**src/rtl/splitmul_pkg.sv**
```systemverilog
`timescale 1ns/1ps
package splitmul_pkg;

  // True when v is a power of two and at least lim.
  function automatic bit is_pow2_min(int v, int lim);
    return (v >= lim) && ((v & (v - 1)) == 0);
  endfunction

  // 2x2 product from AND terms and two half adders.
  function automatic logic [3:0] mul2x2(logic [1:0] x, logic [1:0] y);
    logic t_lo, t_x1y0, t_x0y1, t_hi, s1, c1, s2, c2;
    t_lo   = x[0] & y[0];
    t_x1y0 = x[1] & y[0];
    t_x0y1 = x[0] & y[1];
    t_hi   = x[1] & y[1];
    s1 = t_x1y0 ^ t_x0y1;
    c1 = t_x1y0 & t_x0y1;
    s2 = t_hi ^ c1;
    c2 = t_hi & c1;
    return {c2, s2, s1, t_lo};
  endfunction

endpackage

```
**src/rtl/splitmul_base2.sv**
```systemverilog
`timescale 1ns/1ps
module splitmul_base2
  import splitmul_pkg::*;
(
  input  logic [1:0] x,
  input  logic [1:0] y,
  output logic [3:0] p
);
  assign p = mul2x2(x, y);
endmodule

```
**src/rtl/splitmul_combine.sv**
```systemverilog
`timescale 1ns/1ps
module splitmul_combine #(
  parameter int W = 16
) (
  input  logic [W-1:0]   ll,
  input  logic [W-1:0]   lh,
  input  logic [W-1:0]   hl,
  input  logic [W-1:0]   hh,
  output logic [2*W-1:0] cross_sh,
  output logic [2*W-1:0] p
);
  localparam int HALF = W / 2;
  localparam int PW   = 2 * W;

  logic [W:0]    cross_raw;
  logic [PW-1:0] ll_ext, cross_ext, hh_ext;

  assign cross_raw = {1'b0, lh} + {1'b0, hl};
  assign ll_ext    = {{W{1'b0}}, ll};
  assign cross_ext = {{(W-1){1'b0}}, cross_raw};
  assign cross_sh  = cross_ext << HALF;
  assign hh_ext    = {hh, {W{1'b0}}};
  assign p         = ll_ext + cross_sh + hh_ext;
endmodule

```
**src/rtl/splitmul_core.sv**
```systemverilog
`timescale 1ns/1ps
module splitmul_core #(
  parameter int W = 8
) (
  input  logic [W-1:0]   x,
  input  logic [W-1:0]   y,
  output logic [2*W-1:0] p
);
  localparam int HALF = W / 2;

  generate
    if (W == 2) begin : g_leaf
      splitmul_base2 u_leaf (.x(x), .y(y), .p(p));
    end else begin : g_split
      logic [W-1:0]   q_ll, q_lh, q_hl, q_hh;
      logic [2*W-1:0] unused_cross;
      splitmul_core #(.W(HALF)) u_ll (.x(x[HALF-1:0]), .y(y[HALF-1:0]), .p(q_ll));
      splitmul_core #(.W(HALF)) u_lh (.x(x[HALF-1:0]), .y(y[W-1:HALF]), .p(q_lh));
      splitmul_core #(.W(HALF)) u_hl (.x(x[W-1:HALF]), .y(y[HALF-1:0]), .p(q_hl));
      splitmul_core #(.W(HALF)) u_hh (.x(x[W-1:HALF]), .y(y[W-1:HALF]), .p(q_hh));
      splitmul_combine #(.W(W)) u_sum (
        .ll(q_ll), .lh(q_lh), .hl(q_hl), .hh(q_hh),
        .cross_sh(unused_cross), .p(p)
      );
    end
  endgenerate
endmodule

```
**src/rtl/splitmul_top.sv**
```systemverilog
`timescale 1ns/1ps
module splitmul_top
  import splitmul_pkg::*;
#(
  parameter int WIDTH   = 16,
  parameter bit OUT_REG = 1'b1
) (
  input  logic               clk,
  input  logic               rst_n,
  input  logic [WIDTH-1:0]   a,
  input  logic [WIDTH-1:0]   b,
  output logic [2*WIDTH-1:0] product
);
  localparam int HALF = WIDTH / 2;
  localparam int PW   = 2 * WIDTH;

  initial begin
    assert_width_legal: assert (is_pow2_min(WIDTH, 4))
      else $error("splitmul_top: WIDTH %0d must be a power of two >= 4", WIDTH);
  end

  // First-level split, brought out by name for the checker.
  logic [HALF-1:0]  a_lo, a_hi, b_lo, b_hi;
  logic [WIDTH-1:0] pp_ll, pp_lh, pp_hl, pp_hh;
  logic [PW-1:0]    cross_shifted, prod_comb;

  assign a_lo = a[HALF-1:0];
  assign a_hi = a[WIDTH-1:HALF];
  assign b_lo = b[HALF-1:0];
  assign b_hi = b[WIDTH-1:HALF];

  splitmul_core #(.W(HALF)) u_ll (.x(a_lo), .y(b_lo), .p(pp_ll));
  splitmul_core #(.W(HALF)) u_lh (.x(a_lo), .y(b_hi), .p(pp_lh));
  splitmul_core #(.W(HALF)) u_hl (.x(a_hi), .y(b_lo), .p(pp_hl));
  splitmul_core #(.W(HALF)) u_hh (.x(a_hi), .y(b_hi), .p(pp_hh));

  splitmul_combine #(.W(WIDTH)) u_sum (
    .ll(pp_ll), .lh(pp_lh), .hl(pp_hl), .hh(pp_hh),
    .cross_sh(cross_shifted), .p(prod_comb)
  );

  generate
    if (OUT_REG) begin : g_reg
      logic [PW-1:0] prod_q;
      always_ff @(posedge clk or negedge rst_n) begin
        if (!rst_n) prod_q <= '0;
        else        prod_q <= prod_comb;
      end
      assign product = prod_q;
    end else begin : g_comb
      assign product = prod_comb;
    end
  endgenerate
endmodule

```
**config.mk**
```make
export PLATFORM = sky130hd
export DESIGN_NAME = splitmul_top
export DESIGN_NICKNAME = d
export VERILOG_FILES = /design/src/rtl/splitmul_pkg.sv /design/src/rtl/splitmul_base2.sv /design/src/rtl/splitmul_combine.sv /design/src/rtl/splitmul_core.sv /design/src/rtl/splitmul_top.sv
export SDC_FILE = /design/constraint.sdc
export NUM_CORES = 1
export LEC_CHECK = 0
export BUFFER_PORTS_ARGS = -buffer_cell sky130_fd_sc_hd__clkbuf_2
export CAP_MARGIN = 20
export CORE_UTILIZATION = 65
export CTS_CLUSTER_DIAMETER = 200
export DETAILED_ROUTE_END_ITERATION = 8
export GPL_TIMING_DRIVEN = 0
export HOLD_SLACK_MARGIN = 0.08
export PLACE_DENSITY = 0.82
export SLEW_MARGIN = 40
export SYNTH_ARGS = -nofsm -noshare
export SYNTH_HDL_FRONTEND = slang
export SYNTH_HIERARCHICAL = 1
export SYNTH_SLANG_ARGS = --single-unit
export TNS_END_PERCENT = 50
```
**constraint.sdc**
```tcl
create_clock -name clk -period 0.8 [get_ports clk]
set_input_delay 0.08 -clock clk [delete_from_list [all_inputs] [get_ports clk]]
set_output_delay 0.08 -clock clk [all_outputs]
set_load 0.02 [all_outputs]
```
======== Yosys cells after proc, flatten, opt, wreduce, memory -nomap -nowiden ========
Cells that the tools add are included.
word-level totals
  bits in registers ....................... 32
  latch bits .............................. 0
  memory bits (writable) .................. 0
  bits in read-only memories .............. 0
  input bits .............................. 34
  output and inout bits ................... 32
  logic and storage cells ................. 576
  memories ................................ 0
cells by class
  add/subtract/negate cells ............... 63
  $mul .................................... 0
  divide/modulo/power cells ............... 0
  magnitude comparators ................... 0
  equal/unequal tests ..................... 0
  shift-type cells ........................ 0
  mux-type cells .......................... 0
  bitwise gates (word level) .............. 512
  reduce and logical (&&, ||, !) cells .... 0
operator list
  cell            count
  $and 1x1->1     384
  $add 4x7->8     16
  $add 8x8->8     16
  $xor 1x1->1     128
  $add 4x4->5     16
  $add 16x16->16  4
  $add 8x13->14   4
  $add 8x8->9     4
  $add 26x32->32  1
  $add 16x25->26  1
  $add 16x16->17  1

======== Depth between registers and ports, before layout ========
  word-level depth ........................ 12
  gate-level depth with buffers ........... 38
  depth with buffers taken out ............ 38

======== By module ========
The synthesis kept the hierarchy.
by module, submodules not included
  module                                                   instances  cells an instance  area an instance (sq um)  sequential area each (sq um)
  splitmul_combine at u_hh.g_split.u_hh.g_split.u_sum ...  16         40                 352.8                     0.0
  splitmul_base2                                           64         6                  50.0                      0.0
  splitmul_combine at u_sum                                1          257                1996.9                    0.0
  splitmul_combine at u_lh.g_split.u_sum ...               2          119                952.2                     0.0
  splitmul_combine at u_hl.g_split.u_sum                   1          111                920.9                     0.0
  splitmul_combine at u_hh.g_split.u_sum                   1          109                898.4                     0.0
  splitmul_top                                             1          32                 800.8                     800.8

======== Worst setup path after synthesis ========
Ideal clock, no wire load.
  path kind ............................... input port to flip-flop
  from .................................... in a[1]
  to ...................................... reg g_reg.prod_q[28], in the netlist product[28]
  library setup time ...................... 130 ps
  arrival time ............................ 7248 ps
  required time ........................... 670 ps
  setup slack ............................. -6578 ps
  stages .................................. 34
  buffers on the path ..................... 0
  path through ............................ and2_1 ha_1 fa_1 ha_1 a21o_2 a21oi_1 xnor2_1 ha_1 and3_2 a221oi_2 xnor2_1 o31a_2 and2_4 xor2_1 ha_1 a21oi_1 o21ai_0 a21o_1 a21oi_1 xnor2_1 ha_1 a21oi_1 or4b_1 nand3_1 xnor2_1 fa_1 a21o_1 a21oi_1 o21bai_1 a21oi_1 o21ai_1 a311oi_1 nor2_1 xor2_1
between the ends
  elaborated cells on any way between the ends .. 69
  classes of those cells .................. 21 x add/sub; 48 x bitwise
RTL lines
  item                                           RTL line                RTL
  start, declared                                splitmul_top.sv:10      input logic [WIDTH-1:0] a,
  $and 1x1->1                                    splitmul_pkg.sv:13      t_x1y0 = x[1] & y[0];
  $xor 1x1->1                                    splitmul_pkg.sv:16      s1 = t_x1y0 ^ t_x0y1;
  net u_ll.g_split.u_lh.g_split.q_lh[1]          splitmul_core.sv:15     logic [W-1:0] q_ll, q_lh, q_hl, q_hh;
  $add 4x4->5                                    splitmul_combine.sv:18  assign cross_raw = {1'b0, lh} + {1'b0, hl};
  net u_ll.g_split.u_lh.g_split.unused_cross[3]  splitmul_core.sv:16     logic [2*W-1:0] unused_cross;
  $add 4x7->8                                    splitmul_combine.sv:23  assign p = ll_ext + cross_sh + hh_ext;
  $add 8x8->8                                    splitmul_combine.sv:23
  net u_ll.g_split.q_lh[5]                       splitmul_core.sv:15
  $add 8x8->9                                    splitmul_combine.sv:18
  net u_ll.g_split.unused_cross[10]              splitmul_core.sv:16
  $add 8x13->14                                  splitmul_combine.sv:23
  $add 16x16->16                                 splitmul_combine.sv:23
  net pp_ll[14]                                  splitmul_top.sv:24      logic [WIDTH-1:0] pp_ll, pp_lh, pp_hl, pp_hh;
  $add 16x25->26                                 splitmul_combine.sv:23
  $add 26x32->32                                 splitmul_combine.sv:23
  net prod_comb[28]                              splitmul_top.sv:25      logic [PW-1:0] cross_shifted, prod_comb;
  end signal, assigned                           splitmul_top.sv:47      else prod_q <= prod_comb;
  end, declared                                  splitmul_top.sv:44      logic [PW-1:0] prod_q;
The timed path passes the listed nets, and every way through them passes these cells.

======== Worst setup path in the final report ========
  from .................................... in b[1]
  to ...................................... reg g_reg.prod_q[28], in the netlist product[28]
between the ends
  elaborated cells on any way between the ends .. 69
  classes of those cells .................. 21 x add/sub; 48 x bitwise
RTL lines
  item                                           RTL line                RTL
  start, declared                                splitmul_top.sv:11      input logic [WIDTH-1:0] b,
  $and 1x1->1                                    splitmul_pkg.sv:14      t_x0y1 = x[0] & y[1];
  $xor 1x1->1                                    splitmul_pkg.sv:16
  net u_ll.g_split.u_hl.g_split.q_hl[1]          splitmul_core.sv:15
  $add 4x4->5                                    splitmul_combine.sv:18
  net u_ll.g_split.u_hl.g_split.unused_cross[3]  splitmul_core.sv:16
  $add 4x7->8                                    splitmul_combine.sv:23
  $add 8x8->8                                    splitmul_combine.sv:23
  net u_ll.g_split.q_hl[5]                       splitmul_core.sv:15
  $add 8x8->9                                    splitmul_combine.sv:18
  net u_ll.g_split.unused_cross[11]              splitmul_core.sv:16
  $add 8x13->14                                  splitmul_combine.sv:23
  $add 16x16->16                                 splitmul_combine.sv:23
  net pp_ll[14]                                  splitmul_top.sv:24
  $add 16x25->26                                 splitmul_combine.sv:23
  $add 26x32->32                                 splitmul_combine.sv:23
  net prod_comb[28]                              splitmul_top.sv:25
The timed path passes the listed nets, and every way through them passes these cells.

==> results.yml <==
status:
  status: "complete, but fails checks"
  violations: "design-rule violations, negative hold slack, negative setup slack"
critical_path:
  required_ns: 0.96
  critPathLaunch: "b[1]"
  path_common_cell: "a21oi_2"
  slowest_delay_ns: 0.58
  critical_path.endpoint: "product[28]$_DFF_PN0_"
  startpoint_type: "input port"
  critical_path_class: "input port to flip-flop"
  worst_setup_path_end_kind: "flip-flop"
  crit_arrival_ns: 7.54
  crit_slowest_cell: "fa_2"
  crit_fanout: 16
layout:
  fin_util_pct: 81.2
  largest_reg_flops: 32
  drive_above_1_share_pct: 28.6
  num_antenna_cells: 0
  areaGrowthSynthToFinish_pct: 22.1
  layout.nets: 2264
grt:
  grt_usage_pct: 30.0
  grt_pass1_vias: 12500
  antenna_found_initial: 2
  grtUsageMet2_pct: 54.0
  use_met1_pct: 37.0
  grt_pass1_wl_um: 57900
  met3_usage_pct: 2.57
  busiest_layer: "met2"
  grt_overflow: 0
  grt_max_degree: 33
clocking:
  clock_path_buffers: 2
  cts_sinks: 32
  cts_tree: "done"
  clk_pin_slew_ns: 0.06
  cts_made_buffers: 5
  htreeDepth: 2
  cts-root-buf: "clkbuf_16"
sta:
  fin_crit_ns: 7.38
  final.period_utilization_pct: 923
  maxSlewViolCount: 0
  setup_viol: 62
  hold_viol: 32
  hold_slack_ns: -0.150
  layout_setup_ws_ns: -6.58
  tightest_slew_ns: 0.715
  max_freq_mhz: 135
  rsz0062_at_grt: "true"
  slew_headroom_pct: 52.3
routing:
  drc: 18
  drtAntennaViolNets: 0
  num_vias: 12800
  via_per_inst: 6.18
  drt_iter0_drc: 804
  first_pass_iters: 7
  post_drt_wl_per_cell_um: 19.8
  wl_um: 41100
floorplan:
  dieArea_um2: 23100
  die_w_um: 152
  fp.dieH_um: 152
  core_area_um2: 22000
  rows: 54
  start_util_pct: 66.5
  ios: 66
yosys:
  ys_warn_count: 6
  syn_inst: 1658
  syn_area_um2: 14600
  syn_area_per_cell_um2: 8.81
  syn_nets: 2127
place:
  port_buffers: 65
  routabilityCongestion: 0.870
  hpwlAfterDp_um: 25300
run:
  max_cap_violations: 0
min_path:
  hold_path_class: "input port to asynchronous set/reset pin"
==> worst max-delay path: cells and delay by family <==
family	cells	cell delay, ns
fa+ha+maj	7	2.56
compound gates	11	1.98
simple gates	8	1.37
xor+xnor	5	0.84
buf+inv	3	0.40
mux	1	0.27
==> metrics by stage <==
| stage | hold slack [ns] | area, µm² | worst slack, ns | setup TNS, ns | cells |
|---|---|---|---|---|---|
| 4_1_cts | -0.115 | 16900 | -6.25 | -131.99 | 2054 |
| 3_3_place_gp | 0.168 | 15500 | -7.03 | -150.94 | 2003 |
| 6_report | -0.150 | 17800 | -6.58 | -139.89 | 2076 |
| 2_1_floorplan | -0.216 | 14800 | -6.03 | -125.54 | 1658 |
| 5_1_grt | -0.0771 | 17800 | -6.77 | -144.33 | 2076 |
| 3_5_place_dp | 0.172 | 15500 | -7.14 | -153.57 | 2003 |
==> worst min-delay path by stage <==
stage               slack [ns]                    end   from
global route             -0.08  product[18]$_DFF_PN0_  rst_n
detailed placement        0.17   product[5]$_DFF_PN0_  rst_n
global placement          0.17   product[4]$_DFF_PN0_  rst_n
CTS                      -0.11   product[5]$_DFF_PN0_  rst_n
floorplan                -0.22   product[0]$_DFF_PN0_  rst_n
finish                   -0.15  product[18]$_DFF_PN0_  rst_n
==> timing repair <==
item / 4_1_cts / 5_1_grt
hold endpoints to repair: 32 / 32
buffers inserted: 54 / 28
resized for setup: 170 / 167
pin swaps: 93 / 91
endpoints found under the setup margin: 64 / 63
==> layout make-up <==
type / count / area [µm²]
fill: 1238 / 4130
sequential: 32 / 801
clock inverter: 3 / 18.8
multi-input combinational: 1429 / 14400
buffer: 44 / 334
timing repair buffer: 144 / 1310
tap: 280 / 350
inverter: 139 / 522
clock buffer: 5 / 125
==> routing by layer <==
metal | up-vias | wire length [µm]
met5 | - | 13
met4 | 2 | 2070
met3 | 167 | 1830
met2 | 433 | 20400
met1 | 6202 | 16700
li1 | 6036 | -
==> placed cells by master, fill, tap and decap left out, types with 8 or more instances in the layout <==
cell / n
a21oi_1: 63
xnor2_2: 32
and2_4: 18
nor2b_1: 10
xor2_2: 14
o21bai_1: 20
o21ai_0: 24
inv_2: 10
xnor2_1: 107
fa_2: 14
clkbuf_16: 20
nand3_2: 8
o21ai_1: 9
buf_4: 119
nand2_1: 30
nand4_1: 11
nor3_1: 10
clkbuf_2: 8
nor2_1: 17
a21oi_2: 50
and2_1: 244
ha_2: 12
a21o_1: 98
clkbuf_4: 10
dfrtp_1: 32
buf_2: 25
ha_1: 332
inv_1: 129
fa_1: 33
a21o_2: 18
xor2_1: 44
and3_1: 8
a211oi_2: 21
buf_6: 9
o21ai_2: 12
ha_4: 44
Power is not shown: default switching activity piles up to over one toggle a cycle in this logic, so the estimate is an artifact.
